<file path="src/rtl/rulepick_pkg.sv">
package rulepick_pkg;
    localparam int unsigned NUM_SEL = 4;
    localparam int unsigned SEL_W   = $clog2(NUM_SEL);

    typedef enum logic [SEL_W-1:0] {
        SEL_0 = 2'd0,
        SEL_1 = 2'd1,
        SEL_2 = 2'd2,
        SEL_3 = 2'd3
    } sel_e;

    // preference, most wanted first
    localparam sel_e PRIO_ORDER [NUM_SEL] = '{SEL_1, SEL_0, SEL_3, SEL_2};

    localparam sel_e RESET_SEL = SEL_3;
    localparam sel_e STRESS_BAN = SEL_1;
    localparam sel_e HURRY_BAN  = SEL_0;
endpackage

</file>
<file path="src/rtl/rulepick_hist.sv">
module rulepick_hist #(
    parameter int unsigned DEPTH = 2
) (
    input  logic clk,
    input  logic rst,
    input  logic adv,
    input  logic new_is_one,
    output logic recent_one
);
    logic [DEPTH-1:0] one_sr;

    always_ff @(posedge clk) begin
        if (rst) begin
            one_sr[0] <= 1'b0;
        end else if (adv) begin
            one_sr[0] <= new_is_one;
        end
    end

    generate
        for (genvar g = 1; g < DEPTH; g++) begin : g_stage
            always_ff @(posedge clk) begin
                if (rst) begin
                    one_sr[g] <= 1'b0;
                end else if (adv) begin
                    one_sr[g] <= one_sr[g-1];
                end
            end
        end
    endgenerate

    assign recent_one = |one_sr;
endmodule

</file>
<file path="src/rtl/rulepick_mask.sv">
module rulepick_mask
    import rulepick_pkg::*;
(
    input  sel_e               cur,
    input  logic               stress,
    input  logic               hurry,
    input  logic               recent_one,
    output logic [NUM_SEL-1:0] allow
);
    logic [NUM_SEL-1:0] not_cur;

    always_comb begin
        not_cur = '1;
        unique case (cur)
            SEL_0: not_cur[SEL_0] = 1'b0;
            SEL_1: not_cur[SEL_1] = 1'b0;
            SEL_2: not_cur[SEL_2] = 1'b0;
            SEL_3: not_cur[SEL_3] = 1'b0;
        endcase
    end

    always_comb begin
        allow = not_cur;
        if (stress || recent_one) begin
            allow[STRESS_BAN] = 1'b0;
        end
        if (hurry) begin
            allow[HURRY_BAN] = 1'b0;
        end
    end
endmodule

</file>
<file path="src/rtl/rulepick_prio.sv">
module rulepick_prio
    import rulepick_pkg::*;
(
    input  logic [NUM_SEL-1:0] allow,
    input  sel_e               fallback,
    output sel_e               pick
);
    always_comb begin
        pick = fallback;
        for (int i = NUM_SEL - 1; i >= 0; i--) begin
            if (allow[PRIO_ORDER[i]]) begin
                pick = PRIO_ORDER[i];
            end
        end
    end
endmodule

</file>
<file path="src/rtl/rulepick_top.sv">
module rulepick_top
    import rulepick_pkg::*;
#(
    parameter int unsigned ONE_WINDOW = 3
) (
    input  logic             clk,
    input  logic             rst,
    input  logic             step,
    input  logic             stress,
    input  logic             hurry,
    output logic [SEL_W-1:0] sel
);
    localparam int unsigned HIST_DEPTH = ONE_WINDOW - 1;

    sel_e               state_q;
    sel_e               state_d;
    logic               recent_one;
    logic [NUM_SEL-1:0] allow;

    rulepick_hist #(.DEPTH(HIST_DEPTH)) u_hist (
        .clk        (clk),
        .rst        (rst),
        .adv        (step),
        .new_is_one (state_d == SEL_1),
        .recent_one (recent_one)
    );

    rulepick_mask u_mask (
        .cur        (state_q),
        .stress     (stress),
        .hurry      (hurry),
        .recent_one (recent_one),
        .allow      (allow)
    );

    rulepick_prio u_prio (
        .allow    (allow),
        .fallback (RESET_SEL),
        .pick     (state_d)
    );

    // state register
    always_ff @(posedge clk) begin
        if (rst) begin
            state_q <= RESET_SEL;
        end else if (step) begin
            state_q <= state_d;
        end
    end

    // outputs
    always_comb begin
        unique case (state_q)
            SEL_0: sel = 2'd0;
            SEL_1: sel = 2'd1;
            SEL_2: sel = 2'd2;
            SEL_3: sel = 2'd3;
        endcase
    end
endmodule

</file>
<file path="config.mk">
export PLATFORM = sky130hd
export DESIGN_NAME = rulepick_top
export DESIGN_NICKNAME = d
export VERILOG_FILES = /design/src/rtl/rulepick_pkg.sv /design/src/rtl/rulepick_hist.sv /design/src/rtl/rulepick_mask.sv /design/src/rtl/rulepick_prio.sv /design/src/rtl/rulepick_top.sv
export SDC_FILE = /design/constraint.sdc
export NUM_CORES = 1
export LEC_CHECK = 0
export BUFFER_PORTS_ARGS = -buffer_cell sky130_fd_sc_hd__buf_4
export CORE_AREA = 3 3 40 42
export CTS_BUF_LIST = sky130_fd_sc_hd__clkbuf_8
export DETAILED_ROUTE_END_ITERATION = 10
export DIE_AREA = 0 0 43 45
export PLACE_DENSITY = 0.34
export SLEW_MARGIN = 5
export SYNTH_ARGS = -nofsm -noshare
export SYNTH_HDL_FRONTEND = slang
export SYNTH_SLANG_ARGS = --single-unit
</file>
<file path="constraint.sdc">
create_clock -name clk -period 1.59 [get_ports clk]
set_clock_uncertainty 0.2 [all_clocks]
set_input_delay 0.2385 -clock clk [delete_from_list [all_inputs] [get_ports clk]]
set_output_delay 0.2385 -clock clk [all_outputs]
set_load 0.03 [all_outputs]
</file>
==> reports/qor.txt <==
Mapped Area = 196 µm²
clock slew at reported path FFs = 30 ps
syn_area_per_cell = 9.35 µm²
FMAX = 666 MHz
Sink Count = 4
average vias per placed instance = 3.61
worst min path class = in -> reg
Final HPWL DP = 287 µm
largest net degree at the start of global routing = 8
RSZ-0062 raised after global routing = no
row count = 13
peak supply drop = 0.675 mV
Setup crit start kind = flop
CTS resizes = 0
met3 usage = 5.18%
leakage = 0.151 nW
Setup Fix Bufs, Post-CTS = 0
gr busiest metal = met2
Layout Nets = 36
IO Port Bufs = 6
total number of vias = 159
# IOs = 7
CTS H-Tree Depth = 1
total track usage = 4.92%
crit path max fanout = 4
Core Area = 1280 µm²
Placed Area = 260 µm²
area grow syn2layout = 53.5%
First DRT Iteration DRCs = 1
antenna-violating nets left = 0
Die Area = 1940 µm²
pins over their slew limit = 0
CTS tree = yes
Tmin final = 1500 ps
utilization after layout = 23.5%
drt drc = 0
FF+latch count, synth = 4
CTS root buffer = clkbuf_8
share of cells above drive strength 1 = 41.4%
vias in the first global route = 160
cts bufs inserted = 3
worst slew pin tran = 112 ps
worst-skew pair later-pin latency = 210 ps
Synth cell types = 14
sequential area share after synthesis = 40.8%
critical path type = reg -> reg
diode count = 0
CP endpoint kind = flop
Area contributors post-synth = dfxtp_1, a2111o_1, nor2_1
number of max-cap violations = 0
Final Cell Area = 302 µm²
cts hold-fix bufs = 0
first-pass GRT wire length = 662 µm
mean routed wirelength per cell = 8.52 µm
total global routing overflow = 0
routed wire length = 375 µm
die width = 43 µm
final hold violation count = 0
Post-Syn Nets = 26
Yosys top cell by area = dfxtp_1
GR Util met1 = 5.57%
routability cong. = 0.613
crit share post-route = 94.5%
max_slew headroom = 92.3%
YS warnings = 0
Final setup viols = 0
Die Y = 45 µm
first-pass detailed-route iteration total = 2
worst endpoint required time = 1490 ps
PD cells = 1250 nW/µm²
initial antenna violation count = 0
cell count after synthesis = 21
Clock Tree Buf Depth = 2
setup TNS = 0 ps
GR Layer Usage met2 = 5.99%
Synth top area share = 40.8%
status = finished clean
Initial Util = 15.3%
Arrival @ worst endpoint = 1400 ps
cell families (layout without fill, tap and decap cells):
group | count (synthesis) | count (layout) | synth area share, %
flops | 4 | 4 | 40.8
buf+inv | 4 | 12 | 7.65
simple gates | 6 | 6 | 19.1
compound gates | 5 | 5 | 22.3
mux | 1 | 1 | 5.10
fa+ha+maj | 1 | 1 | 5.10
critical path, stage by stage (launching register included):
cell and delay, ps:
dfxtp_1 360, inv_1 80, maj3_1 340, a2111o_1 400
cells in the mapped netlist, drive strengths merged:
master  count
or2b        1
or4b        1
o21ba       1
a2111o      1
nor2        3
dfxtp       4
o21bai      1
and2b       1
maj3        1
inv         2
a21oi       1
o22ai       1
mux2i       1
clkbuf      2
power by group:
group | internal [mW] | switching (mW)
Clock | 0.161 | 0.0491
Combinational | 0.0270 | 0.0262
Sequential | 0.108 | 0.00429
Total | 0.296 | 0.0795
placed cells by master, fill, tap and decap left out, drive strengths merged:
| cell | synthesis | routed |
|---|---|---|
| a2111o | 1 | 1 |
| a21oi | 1 | 1 |
| and2b | 1 | 1 |
| buf | 0 | 7 |
| clkbuf | 2 | 3 |
| dfxtp | 4 | 4 |
| inv | 2 | 2 |
| maj3 | 1 | 1 |
| mux2i | 1 | 1 |
| nor2 | 3 | 3 |
| o21ba | 1 | 1 |
| o21bai | 1 | 1 |
| o22ai | 1 | 1 |
| or2b | 1 | 1 |
| or4b | 1 | 1 |
sequential cells by signal, indices dropped and copies added (netlist names):
register / cells
state_q: 2
u_hist.one_sr: 2
path summary, 6_finish.rpt:
| path | slack (ps) | from | cells past startpoint | endpoint |
|---|---|---|---|---|
| max | 90 | state_q[1] | 3 | state_q[0] |
| min | 9 | rst | 2 | u_hist.one_sr[1] |
| max reg2reg | 90 | state_q[1] | 3 | state_q[0] |
| min reg2reg | 280 | u_hist.one_sr[1] | 2 | u_hist.one_sr[1] |
final cells by class:
cell class | count | area (µm²)
inverters | 2 | 7.51
multi-input cells | 13 | 101
repair buffers | 7 | 52.6
clock buffers | 3 | 41.3
well taps | 15 | 18.8
flip-flops and latches | 4 | 80.1
fillers | 140 | 983
stage by stage:
| stage | total power [mW] | setup slack, ps | cells | hold WS (ps) |
|---|---|---|---|---|
| final | 0.376 | 87.4 | 44 | 8.77 |
| after global routing | 0.402 | 30.4 | 44 | 6.64 |
| after CTS | 0.386 | 80.9 | 44 | 8.42 |
| after detailed placement | 0.168 | 93.2 | 41 | 233 |
| after global placement | 0.168 | 87.4 | 41 | 234 |
| after floorplan | 0.146 | 143 | 21 | 111 |
per-layer routing:
layer  vias to the layer above  part of all wire [%]
met5                         -                     0
met4                         0                     0
met3                         0                    11
met2                         7                    33
met1                        64                    55
li1                         88                     -
Note: power is estimated with default switching activity, not from simulation.
